--- src/rtl/irq_pri_pkg.sv ---
package irq_pri_pkg;
  // A group takes part only when some request lane is also enabled
  function automatic logic has_candidate(input logic [7:0] req, input logic [7:0] en);
    return |(req & en);
  endfunction

  // Strictly-lower wins; equal keeps the earlier (lower-numbered) group
  function automatic logic level_beats(input logic [7:0] cand, input logic [7:0] cur);
    return cand < cur;
  endfunction

  // Accepted-group byte: group number scaled to a 4-byte vector step
  function automatic logic [7:0] vector_byte(input logic [7:0] grp);
    return grp << 2;
  endfunction
endpackage

--- src/rtl/irq_pri_search.sv ---
module irq_pri_search
  import irq_pri_pkg::*;
#(
  parameter int NUM_GROUPS  = 31,
  parameter int FIRST_GROUP = 2,
  parameter int LANES       = 4,
  parameter int LVL_W       = 3,
  localparam int GW         = $clog2(NUM_GROUPS),
  localparam int NSRC       = NUM_GROUPS - FIRST_GROUP
) (
  input  logic [NUM_GROUPS*LANES-1:0] req_vec,
  input  logic [NUM_GROUPS*LANES-1:0] en_vec,
  input  logic [NSRC*LVL_W-1:0]       lvl_vec,
  output logic [GW-1:0]               best_group,
  output logic [LVL_W-1:0]            best_level
);
  localparam logic [LVL_W-1:0] IDLE_LVL = {LVL_W{1'b1}};

  logic [NSRC:0][GW-1:0]    grp_chain;
  logic [NSRC:0][LVL_W-1:0] lvl_chain;
  logic [NSRC-1:0]          take;

  assign grp_chain[0] = '0;
  assign lvl_chain[0] = IDLE_LVL;

  for (genvar k = 0; k < NSRC; k++) begin : g_stage
    localparam int G = k + FIRST_GROUP;
    logic [LVL_W-1:0] my_lvl;
    assign my_lvl  = lvl_vec[k*LVL_W +: LVL_W];
    assign take[k] = has_candidate(8'(req_vec[G*LANES +: LANES]), 8'(en_vec[G*LANES +: LANES]))
                   && level_beats(8'(my_lvl), 8'(lvl_chain[k]));
    assign grp_chain[k+1] = take[k] ? GW'(G) : grp_chain[k];
    assign lvl_chain[k+1] = take[k] ? my_lvl : lvl_chain[k];
  end

  assign best_group = grp_chain[NSRC];
  assign best_level = lvl_chain[NSRC];
endmodule

--- src/rtl/irq_pri_accept.sv ---
module irq_pri_accept #(
  parameter int GW    = 5,
  parameter int LVL_W = 3
) (
  input  logic             clk,
  input  logic             rst_n,
  input  logic [GW-1:0]    best_group,
  input  logic [LVL_W-1:0] best_level,
  input  logic             ack_valid,
  input  logic [LVL_W-1:0] ack_level,
  output logic [LVL_W-1:0] level_q,
  output logic [GW-1:0]    accepted_q,
  output logic             mismatch_q
);
  logic ack_bad;
  assign ack_bad = ack_valid && (ack_level != best_level);

  always_ff @(posedge clk or negedge rst_n) begin
    if (!rst_n) begin
      level_q    <= {LVL_W{1'b1}};
      accepted_q <= '0;
      mismatch_q <= 1'b0;
    end else begin
      level_q <= best_level;
      if (ack_valid) accepted_q <= best_group;
      if (ack_bad) mismatch_q <= 1'b1;
    end
  end
endmodule

--- src/rtl/irq_pri_readback.sv ---
module irq_pri_readback
  import irq_pri_pkg::*;
#(
  parameter int NUM_GROUPS = 31,
  parameter int LANES      = 4,
  parameter int AW         = 3,
  localparam int GW        = $clog2(NUM_GROUPS)
) (
  input  logic [NUM_GROUPS*LANES-1:0] req_vec,
  input  logic [NUM_GROUPS*LANES-1:0] en_vec,
  input  logic [GW-1:0]               accepted,
  input  logic [AW-1:0]               rd_addr,
  output logic [7:0]                  rd_data
);
  logic still_pending;

  always_comb begin
    still_pending = 1'b0;
    for (int g = 0; g < NUM_GROUPS; g++) begin
      if (accepted == GW'(g))
        still_pending = has_candidate(8'(req_vec[g*LANES +: LANES]), 8'(en_vec[g*LANES +: LANES]));
    end
  end

  always_comb begin
    rd_data = 8'h00;
    if (rd_addr == '0 && still_pending) rd_data = vector_byte(8'(accepted));
  end
endmodule

--- src/rtl/irq_priority_arbiter.sv ---
module irq_priority_arbiter #(
  parameter int NUM_GROUPS  = 31,
  parameter int FIRST_GROUP = 2,
  parameter int LANES       = 4,
  parameter int LVL_W       = 3,
  parameter int AW          = 3,
  localparam int GW         = $clog2(NUM_GROUPS),
  localparam int NSRC       = NUM_GROUPS - FIRST_GROUP
) (
  input  logic                        clk,
  input  logic                        rst_n,
  input  logic [NUM_GROUPS*LANES-1:0] req_vec,
  input  logic [NUM_GROUPS*LANES-1:0] en_vec,
  input  logic [NSRC*LVL_W-1:0]       lvl_vec,
  input  logic                        ack_valid,
  input  logic [LVL_W-1:0]            ack_level,
  input  logic [AW-1:0]               rd_addr,
  output logic [GW-1:0]               win_group,
  output logic [LVL_W-1:0]            level_out,
  output logic [7:0]                  rd_data,
  output logic                        ack_mismatch
);
  logic [LVL_W-1:0] win_level;
  logic [GW-1:0]    acc_group;

  irq_pri_search #(
    .NUM_GROUPS(NUM_GROUPS), .FIRST_GROUP(FIRST_GROUP), .LANES(LANES), .LVL_W(LVL_W)
  ) u_search (
    .req_vec(req_vec), .en_vec(en_vec), .lvl_vec(lvl_vec),
    .best_group(win_group), .best_level(win_level)
  );

  irq_pri_accept #(.GW(GW), .LVL_W(LVL_W)) u_accept (
    .clk(clk), .rst_n(rst_n),
    .best_group(win_group), .best_level(win_level),
    .ack_valid(ack_valid), .ack_level(ack_level),
    .level_q(level_out), .accepted_q(acc_group), .mismatch_q(ack_mismatch)
  );

  irq_pri_readback #(.NUM_GROUPS(NUM_GROUPS), .LANES(LANES), .AW(AW)) u_read (
    .req_vec(req_vec), .en_vec(en_vec), .accepted(acc_group),
    .rd_addr(rd_addr), .rd_data(rd_data)
  );
endmodule

--- config.mk ---
export PLATFORM = sky130hd
export DESIGN_NAME = irq_priority_arbiter
export DESIGN_NICKNAME = d
export VERILOG_FILES = /design/src/rtl/irq_pri_pkg.sv /design/src/rtl/irq_pri_search.sv /design/src/rtl/irq_pri_accept.sv /design/src/rtl/irq_pri_readback.sv /design/src/rtl/irq_priority_arbiter.sv
export SDC_FILE = /design/constraint.sdc
export NUM_CORES = 1
export LEC_CHECK = 0
export BUFFER_PORTS_ARGS = -buffer_cell sky130_fd_sc_hd__buf_2
export CAP_MARGIN = 20
export CORE_ASPECT_RATIO = 0.8
export CORE_MARGIN = 10
export CORE_UTILIZATION = 46
export DETAILED_ROUTE_END_ITERATION = 8
export PLACE_DENSITY = 0.94
export SLEW_MARGIN = 10
export SYNTH_ARGS = -nofsm -noshare
export SYNTH_HDL_FRONTEND = slang
export SYNTH_SLANG_ARGS = --single-unit
--- constraint.sdc ---
create_clock -name clk -period 13.16 [get_ports clk]
set_input_delay 2.632 -clock clk [delete_from_list [all_inputs] [get_ports clk]]
set_output_delay 2.632 -clock clk [all_outputs]
set_load 0.005 [all_outputs]
==> results.ini, run 1 <==
[setup_path]
r2r_setup_slack_ns = 11.90
crit_type = in -> out
required_ns = 10.53
crit_slowest_cell = a221o_2
end_kind = output port
cp_max_fo = 6
critPathArrivalTime_ns = 10.28
r2r_start = u_accept.accepted_q[0]
slowest_delay_ns = 0.42
rr_endpoint = u_accept.accepted_q[0]
worst_setup_path_start_kind = primary input
path_common_cell = a211oi_2
crit_start = req_vec[8]
reg2regPathDepth = 1

[grt]
grt_usage_pct = 27.5
grt_pass1_wl_um = 43500
grt_pass1_vias = 8887
grt_max_degree = 27
grt_antenna_before_repair = 3
gr-total-overflow = 0

[clocking]
clkLatencyLatePin_ns = 0.23
cts_htree_levels = 1
clock-root-buffer = clkbuf_16
cts_made_buffers = 3
clk_pin_slew_ns = 0.04
cts_tree = built
cts_buffer_depth = 2
hold_buffers = 0
cts.sinks = 9

[synthesis]
async_flop_share_pct = 100
synth_seq_cells = 9
ys.flop_type = dfrtp_1
ys_warn_count = 0
synth_edf_count = 0
yosysSeqAreaShare_pct = 3.70
ys_types = 105
synth_cells = 946
netlist_area_mm2 = 0.00619
synth_area_per_cell_um2 = 6.54

[timing]
timing.final.hold_violations = 0
finalSetupViolCount = 0
maxSlewHeadroom_pct = 14.7
whs_ns = 0.476
slew_violations = 0
fmax_mhz = 77.4
finClkSkew_ns = 0
final.min_clock_period_ns = 12.91
worst_pin_slew_ns = 1.28
post-route-period-util_pct = 98.1

[routing]
detail_route.first_pass.iterations = 7
via_count = 9689
via_per_inst = 6.48
drt-total-wl_um = 29600
antenna_left = 0
drc = 0
wl_per_cell_um = 19.8
drt_iter0_drc = 1439

[layout]
nNetsFinal = 1667
drive_gt1_share_pct = 38.6
areaGrowthSynthToFinish_pct = 41.5
final_util_pct = 67.3

[pwr]
power_density_mw_per_mm2 = 75.1
ir_worst_vdd_mv = 0.0563
power_leakage_nw = 3.96

[flow_run]
cap_violations = 0

[floorplanning]
initial_core_util_pct = 47.6
die_x_um = 150
row_count = 37
die_h_um = 124
core-area_mm2 = 0.0130
dieArea_mm2 = 0.0185
io_pins = 361

[placement]
hpwl_um = 24600
place.port_buffers = 357
place_congestion = 1.01

[worst_hold_path]
hold_path_depth = 1
hold-path-endpoint = u_accept.mismatch_q
min_from = u_accept.mismatch_q
hp-class = reg -> reg

[status]
status = complete, no violations

[layer usage]
metal	up-vias	GRT usage, %	part of all wire [%]
met4	4	5.03	2.2
met5	-	0	0.085
met2	725	45.6	47
li1	4470	-	-
met3	80	7.10	12
met1	4410	35.7	39
[how the worst max path moves through the flow]
stage                               to  slack [ns]  cells past startpoint
after floorplan           win_group[0]        1.07                     33
after global placement    win_group[2]        0.31                     31
after detailed placement  win_group[4]        0.04                     30
after CTS                 win_group[4]       0.006                     30
after global routing      win_group[4]       -0.13                     34
final                     win_group[2]        0.25                     33
[where the power goes]
| part | internal [W] | switching [W] | leakage, nW |
|---|---|---|---|
| Sequential | 0.0000380 | 0.0000341 | 0.0979 |
| Combinational | 0.000243 | 0.000289 | 3.82 |
| Clock | 0.0000405 | 0.0000133 | 0.0382 |
[layout make-up]
class	count	area, um^2
Multi-Input combinational cell	875	6060
Tap cell	175	219
Timing Repair Buffer	385	2000
Fill cell	1106	4250
Antenna cell	1	2.50
Sequential cell	9	229
Inverter	47	176
Clock buffer	4	78.8
[timing repair]
item / 4_1_cts / 5_1_grt
setup endpoints to repair: 0 / 5
gates resized for setup: 0 / 71
setup buffers: 0 / 11
[through the flow]
stage | std cells | setup TNS [ns] | cell area [um^2] | setup WS, ns | total power (W)
final | 1496 | 0 | 8760 | 0.245 | 0.000658
after CTS | 1484 | 0 | 8330 | 0.00562 | 0.000609
after floorplan | 948 | 0 | 6200 | 1.07 | 0.000387
after detailed placement | 1480 | 0 | 8260 | 0.0373 | 0.000552
after global placement | 1480 | 0 | 8260 | 0.307 | 0.000537
after global routing | 1496 | -0.435 | 8760 | -0.127 | 0.000710
[worst max-delay path, delay by kind of cell]
kind / cells / cell delay, ns
AND/OR/NAND/NOR: 3 / 0.53
buffers and inverters: 4 / 0.61
AO/OA/AOI/OAI: 23 / 5.55
multiplexers: 2 / 0.59
adder cells (fa/ha/maj): 1 / 0.34
[cells in the final DEF, fill, tap and decap left out, drive strengths merged, types with 10 or more instances in the layout]
| master | synthesis | final |
|---|---|---|
| and2 | 25 | 25 |
| inv | 47 | 47 |
| or3 | 11 | 11 |
| a211oi | 18 | 18 |
| a22oi | 32 | 32 |
| buf | 7 | 385 |
| nor2 | 126 | 126 |
| o31ai | 16 | 16 |
| or2 | 18 | 18 |
| nand2b | 18 | 18 |
| a22o | 24 | 24 |
| nand2 | 98 | 98 |
| mux2 | 10 | 10 |
| a31oi | 13 | 13 |
| a21o | 23 | 23 |
| o211ai | 10 | 10 |
| nor3 | 26 | 26 |
| maj3 | 27 | 27 |
| a221oi | 22 | 22 |
| o21ai | 64 | 64 |
| mux2i | 10 | 10 |
| a21oi | 87 | 87 |
| nand3 | 15 | 15 |
| o22ai | 17 | 17 |
[sequential cells by signal (all words and copies together) (netlist names)]
name,cells
u_accept.mismatch_q,1
u_accept.accepted_q,5
u_accept.level_q,3
[synth_stat cells, types with 18 or more instances]
cell type  instances  share of area, %
a21o_1            23               2.8
a21oi_1           84               6.8
a221oi_1          22               3.1
a22o_1            24               3.4
a22oi_1           29               3.5
and2_1            25               2.5
inv_1             47               2.8
maj3_1            25               4.0
nand2_1           98               5.9
nand2b_1          18               1.8
nor2_1           125               7.6
nor3_1            23               1.9
o21ai_0           55               4.4
[logic make-up (layout without fill, tap and decap cells)]
kind of cell / count (synthesis) / count (layout) / synth area share [%]
adder cells (fa/ha/maj): 29 / 29 / 4.81
other: 1 / 4 / 0.0606
XOR/XNOR: 5 / 5 / 0.707
AND/OR/NAND/NOR: 385 / 385 / 30.8
flip-flops: 9 / 9 / 3.70
buffers and inverters: 64 / 436 / 4.08
multiplexers: 22 / 22 / 4.22
AO/OA/AOI/OAI: 431 / 431 / 51.6
Power figures use the tool's default switching activity.
==> run 2: changes to the inputs <==
--- a/config.mk
+++ b/config.mk
@@ -7,11 +7,13 @@
 export LEC_CHECK = 0
 export BUFFER_PORTS_ARGS = -buffer_cell sky130_fd_sc_hd__buf_2
 export CAP_MARGIN = 20
+export CELL_PAD_IN_SITES_DETAIL_PLACEMENT = 1
+export CELL_PAD_IN_SITES_GLOBAL_PLACEMENT = 1
 export CORE_ASPECT_RATIO = 0.8
 export CORE_MARGIN = 10
-export CORE_UTILIZATION = 46
+export CORE_UTILIZATION = 30
 export DETAILED_ROUTE_END_ITERATION = 8
-export PLACE_DENSITY = 0.94
+export PLACE_DENSITY = 0.93
 export SLEW_MARGIN = 10
 export SYNTH_ARGS = -nofsm -noshare
 export SYNTH_HDL_FRONTEND = slang
==> results.ini, run 2 (same netlist as run 1, synthesis figures left out) <==
[clocking]
clk_pin_slew_ns = 0.04  ; about the same
cts_made_buffers = 3  ; unchanged
cts.sinks = 9  ; unchanged
hold_buffers = 0  ; unchanged
cts_tree = built  ; unchanged
cts_buffer_depth = 2  ; unchanged
clkLatencyLatePin_ns = 0.23  ; about the same
cts_htree_levels = 1  ; unchanged
clock-root-buffer = clkbuf_16  ; unchanged

[routing]
drt_iter0_drc = 762  ; was 1439
wl_met3_um = 2890  ; was 3550 um
via_per_inst = 6.15  ; was 6.48
detail_route.first_pass.iterations = 5  ; was 7
drc = 0  ; unchanged
wl_per_cell_um = 22.7  ; was 19.8 um
antenna_left = 0  ; unchanged
met1_length_um = 15100  ; was 11400 um
top_layer_used = met5  ; unchanged
drt-total-wl_um = 36800  ; was 29600 um
route.met2.wl_um = 17700  ; was 13900 um
via_count = 9949  ; was 9689

[placement]
hpwl_um = 29500  ; was 24600 um
place_inst = 1595  ; was 1480
place.port_buffers = 357  ; unchanged
place_congestion = 0.938  ; was 1.01

[floorplanning]
core-area_mm2 = 0.0200  ; was 0.0130 mm^2
dieArea_mm2 = 0.0268  ; was 0.0185 mm^2
die_h_um = 148  ; was 124 um
io_pins = 361  ; unchanged
die_x_um = 181  ; was 150 um
initial_core_util_pct = 30.9  ; was 47.6%
row_count = 46  ; was 37

[timing]
finClkSkew_ns = 0  ; unchanged
maxSlewHeadroom_pct = 14.3  ; was 14.7%
post-route-period-util_pct = 99.2  ; was 98.1%
timing.final.hold_violations = 0  ; unchanged
fmax_mhz = 76.6  ; was 77.4 MHz
worst_pin_slew_ns = 1.28  ; about the same
final.min_clock_period_ns = 13.06  ; was 12.91 ns
slew_violations = 0  ; unchanged
finalSetupViolCount = 0  ; unchanged

[setup_path]
r2r_start = u_accept.accepted_q[0]  ; unchanged
worst_setup_path_start_kind = primary input  ; unchanged
crit_slowest_cell = or4_4  ; was a221o_2
crit_start = en_vec[22]  ; was req_vec[8]
path_common_cell = o31ai_2  ; was a211oi_2
end_kind = output port  ; unchanged
crit_type = in -> out  ; unchanged
cp_max_fo = 6  ; unchanged
critPathArrivalTime_ns = 10.43  ; was 10.28 ns
required_ns = 10.53  ; about the same
slowest_delay_ns = 0.62  ; was 0.42 ns

[layout]
fillers = 2677  ; was 1106
reg_top3 = u_accept.accepted_q: 5 flops, u_accept.level_q: 3 flops, u_accept.mismatch_q: 1 flops  ; unchanged
nNetsFinal = 1697  ; was 1667
register_area_um2 = 229  ; unchanged
multi_input_area_mm2 = 0.00625  ; was 0.00606 mm^2
largest_reg_flops = 5  ; unchanged
final_cells = 1617  ; was 1496
regMostFlops = u_accept.accepted_q  ; unchanged
final_common_cell = buf_2  ; unchanged
final_util_pct = 46.4  ; was 67.3%
most-common-layout-cells = buf_2 (356), nor2_1 (121), nand2_1 (95)  ; was buf_2 (357), nor2_1 (123), nand2_1 (97)
drive_gt1_share_pct = 41.3  ; was 38.6%
areaGrowthSynthToFinish_pct = 50.3  ; was 41.5%

[pwr]
power_leakage_nw = 4.12  ; was 3.96 nW
ir_worst_vdd_mv = 0.0411  ; was 0.0563 mV
power_density_mw_per_mm2 = 77.2  ; was 75.1 mW/mm^2

[worst_hold_path]
min_from = u_accept.mismatch_q  ; unchanged
hp-class = reg -> reg  ; unchanged

[grt]
grt_usage_pct = 23.3  ; was 27.5%
grt_max_degree = 27  ; unchanged
grt_pass1_vias = 10200  ; was 8887
grt_antenna_before_repair = 4  ; was 3
gr-total-overflow = 0  ; unchanged
grt_pass1_wl_um = 53100  ; was 43500 um

[flow_run]
cap_violations = 0  ; unchanged

[status]
status = complete, no violations  ; unchanged

[run 2: cell types whose count changed in the layout (fill, tap and decap cells not counted), moves of 3 or more]
cell	before	now
buf_4	28	58
and2_1	24	21
a22oi_1	21	25
a22oi_2	11	7
o21ai_2	3	6
[run 2: report_power, final]
| part | switching (W) | internal, W |
|---|---|---|
| Combinational | 0.000328 | 0.000264 |
| Sequential | 0.0000355 | 0.0000379 |
| Clock | 0.0000124 | 0.0000404 |
| Total | 0.000376 | 0.000342 |
[run 2: what timing repair did]
action,4_1_cts,5_1_grt
endpoints found under the hold margin,0,0
setup buffers,0,15
resized for setup,19,86
gates cloned,0,0
pin swaps,3,50
endpoints found under the setup margin,5,5
[run 2: final timing paths]
path | to | cells past startpoint | slack (ns)
setup / recovery | win_group[3] | 32 | 0.10
min in group asynchronous | u_accept.mismatch_q | 1 | 2.25
hold / removal | u_accept.mismatch_q | 1 | 0.46
max in group asynchronous | u_accept.level_q[1] | 1 | 10.66
hold reg to reg | u_accept.mismatch_q | 1 | 0.46
setup reg to reg | u_accept.accepted_q[0] | 1 | 11.91
[run 2: final cells by class]
| class | count | share of cell area, % |
|---|---|---|
| diodes | 3 | 0.0807 |
| well taps | 264 | 3.55 |
| multi-input cells | 875 | 67.2 |
| clock buffers | 4 | 0.847 |
| repair buffers | 415 | 24.0 |
| flip-flops and latches | 9 | 2.46 |
| inverters | 47 | 1.90 |
[run 2: critical path: cells and delay by family]
| kind | cells | cell delay, ns |
|---|---|---|
| muxes | 2 | 0.59 |
| buffers and inverters | 3 | 0.48 |
| AOI/OAI and AO/OA | 22 | 5.19 |
| and+or+nand+nor | 4 | 1.19 |
| adders and majority gates | 1 | 0.30 |
[run 2: through the flow]
step	setup TNS (ns)	hold WS [ns]	power [W]	setup slack (ns)	cell area, um^2
after global placement	-0.134	0.440	0.000564	-0.0500	8560
after CTS	0	0.458	0.000650	0.0349	8750
after floorplan	0	0.461	0.000387	1.07	6200
after detailed placement	-2.65	0.450	0.000586	-0.567	8560
after global routing	-0.815	0.493	0.000772	-0.177	9300
final	0	0.460	0.000719	0.102	9300
[run 2: per-layer routing]
metal	vias to the layer above	track usage [%]
met3	94	5.48
met5	-	0
li1	4528	-
met1	4801	28.1
met2	524	40.9
met4	2	5.44
==> run 3: changes to the inputs <==
--- a/config.mk
+++ b/config.mk
@@ -12,6 +12,7 @@
 export CORE_ASPECT_RATIO = 0.8
 export CORE_MARGIN = 10
 export CORE_UTILIZATION = 30
+export CTS_BUF_LIST = sky130_fd_sc_hd__clkbuf_2 sky130_fd_sc_hd__clkbuf_4 sky130_fd_sc_hd__clkbuf_8
 export DETAILED_ROUTE_END_ITERATION = 8
 export PLACE_DENSITY = 0.93
 export SLEW_MARGIN = 10
==> results.ini, run 3 (same netlist as run 1, synthesis figures left out) <==
[routing]
drt_iter0_drc = 933  ; was 762
via_per_inst = 6.12  ; was 6.15
drc = 0  ; unchanged
detail_route.first_pass.iterations = 5  ; unchanged
antenna_left = 0  ; unchanged
via_count = 9896  ; was 9949
wl_per_cell_um = 22.7  ; about the same
drt-total-wl_um = 36700  ; was 36800 um

[layout]
regMostFlops = u_accept.accepted_q  ; unchanged
fillers = 2676  ; was 2677
drive_gt1_share_pct = 41.4  ; was 41.3%
areaGrowthSynthToFinish_pct = 50.0  ; was 50.3%
largest_reg_flops = 5  ; unchanged
nNetsFinal = 1697  ; unchanged
most-common-layout-cells = buf_2 (356), nor2_1 (121), nand2_1 (95)  ; unchanged
reg_top3 = u_accept.accepted_q: 5 flops, u_accept.level_q: 3 flops, u_accept.mismatch_q: 1 flops  ; unchanged
final_common_cell = buf_2  ; unchanged
final_cells = 1618  ; was 1617

[floorplanning]
io_pins = 361  ; unchanged
die_x_um = 181  ; unchanged
initial_core_util_pct = 30.9  ; unchanged
die_h_um = 148  ; unchanged
dieArea_mm2 = 0.0268  ; unchanged
row_count = 46  ; unchanged
core-area_mm2 = 0.0200  ; unchanged

[timing]
worst_pin_slew_ns = 1.27  ; was 1.28 ns
slew_violations = 0  ; unchanged
final.min_clock_period_ns = 13.06  ; about the same
timing.final.hold_violations = 0  ; unchanged
finalSetupViolCount = 0  ; unchanged
whs_ns = 0.462  ; was 0.460 ns
rsz0062_at_grt = true
maxSlewHeadroom_pct = 15.4  ; was 14.3%
fmax_mhz = 76.6  ; about the same
finClkSkew_ns = 0  ; unchanged
post-route-period-util_pct = 99.2  ; about the same

[setup_path]
critPathArrivalTime_ns = 10.43  ; about the same
crit_type = in -> out  ; unchanged
end_kind = output port  ; unchanged
crit_slowest_cell = or4_4  ; unchanged
path_common_cell = o31ai_2  ; unchanged
worst_setup_path_start_kind = primary input  ; unchanged
slowest_delay_ns = 0.62  ; about the same
required_ns = 10.53  ; about the same
cp_max_fo = 6  ; unchanged

[grt]
grt_antenna_before_repair = 4  ; unchanged
gr-total-overflow = 0  ; unchanged
grt_max_degree = 27  ; unchanged
grt_pass1_vias = 10200  ; about the same
grt_pass1_wl_um = 53100  ; about the same
grt_usage_pct = 23.3  ; about the same

[clocking]
cts_made_buffers = 3  ; unchanged
clock-root-buffer = clkbuf_8  ; was clkbuf_16
cts_buffer_depth = 2  ; unchanged
cts_htree_levels = 1  ; unchanged
cts_tree = built  ; unchanged
clk_pin_slew_ns = 0.05  ; was 0.04 ns
clkLatencyLatePin_ns = 0.23  ; about the same
cts.sinks = 9  ; unchanged

[placement]
place_inst = 1595  ; unchanged
place_congestion = 0.938  ; unchanged
place.port_buffers = 357  ; unchanged
hpwl_um = 29500  ; unchanged

[pwr]
switching_share_pct = 53.4  ; was 52.4%
power_density_mw_per_mm2 = 75.3  ; was 77.2 mW/mm^2
p_int_w = 0.000326  ; was 0.000342 W
p_clk_share_pct = 4.8  ; was 7.4%
seqPwrFrac_pct = 10.4  ; was 10.2%
ir_worst_vdd_mv = 0.0365  ; was 0.0411 mV
switchingPower_w = 0.000373  ; was 0.000376 W
power_leakage_nw = 4.10  ; was 4.12 nW
combPwrFrac_pct = 84.8  ; was 82.4%

[flow_run]
cap_violations = 0  ; unchanged

[worst_hold_path]
hp-class = reg -> reg  ; unchanged

[status]
status = complete, no violations  ; unchanged

## run 3: cell count changes in the layout (fill, tap and decap cells not counted)
cell       before  now
clkbuf_16       3    0
clkbuf_1        1    0
clkbuf_8        0    3
o31ai_4         2    3
clkbuf_4        0    1
o31ai_2         5    4
diode_2         3    4
## run 3: through the flow
stage | TNS (ns) | instance area (um^2) | utilization, % | worst slack [ns] | total power, W
after CTS | 0 | 8720 | 43.5 | 0.0349 | 0.000631
after detailed placement | -2.65 | 8560 | 42.7 | -0.567 | 0.000586
after floorplan | 0 | 6200 | - | 1.07 | 0.000387
after global placement | -0.134 | 8560 | 42.7 | -0.0500 | 0.000564
final | 0 | 9280 | 46.4 | 0.0995 | 0.000699
after global routing | -0.994 | 9280 | 46.3 | -0.216 | 0.000754
## run 3: power by group through the flow
stage                     clock [W]  sequential (W)  combinational [W]
final                     0.0000339       0.0000727           0.000593
after global routing      0.0000373       0.0000765           0.000640
after floorplan                   0       0.0000449           0.000342
after global placement            0       0.0000727           0.000491
after CTS                 0.0000351       0.0000728           0.000523
after detailed placement          0       0.0000733           0.000512
## run 3: critical path, delay by kind of cell
| kind | cells | cell delay, ns |
|---|---|---|
| compound gates | 22 | 5.18 |
| fa+ha+maj | 1 | 0.31 |
| buf+inv | 3 | 0.49 |
| mux | 2 | 0.58 |
| simple gates | 4 | 1.22 |
## run 3: cell type report
type                       count  area [um^2]  share of cell area [%]
antenna                        4         10.0                   0.108
clock buffer                   4         48.8                   0.526
inverter                      47          176                    1.90
multi-input combinational    875         6260                    67.4
sequential                     9          229                    2.47
tap                          264          330                    3.56
timing repair buffer         415         2230                    24.0
## run 3: what timing repair did
| action | 4_1_cts | 5_1_grt |
|---|---|---|
| endpoints found under the setup margin | 5 | 5 |
| resized for setup | 19 | 87 |
| buffers inserted | 0 | 15 |
| hold buffers | 0 | 0 |
| pin swaps | 3 | 51 |
## run 3: worst paths after layout
kind	startpoint	endpoint	slack (ns)	depth (start not counted)
max	en_vec[22]	win_group[3]	0.1	32
min	u_accept.mismatch_q	u_accept.mismatch_q	0.46	1
max reg2reg	u_accept.accepted_q[0]	u_accept.accepted_q[0]	11.93	1
min reg2reg	u_accept.mismatch_q	u_accept.mismatch_q	0.46	1
max in group asynchronous	rst_n	u_accept.level_q[1]	10.66	1
min in group asynchronous	rst_n	u_accept.mismatch_q	2.25	1
## run 3: metal layers
layer	share of wire, %	GRT usage (%)
met4	3.1	5.44
met1	41	28.1
met2	48	40.9
met5	0.019	0
met3	7.8	5.48
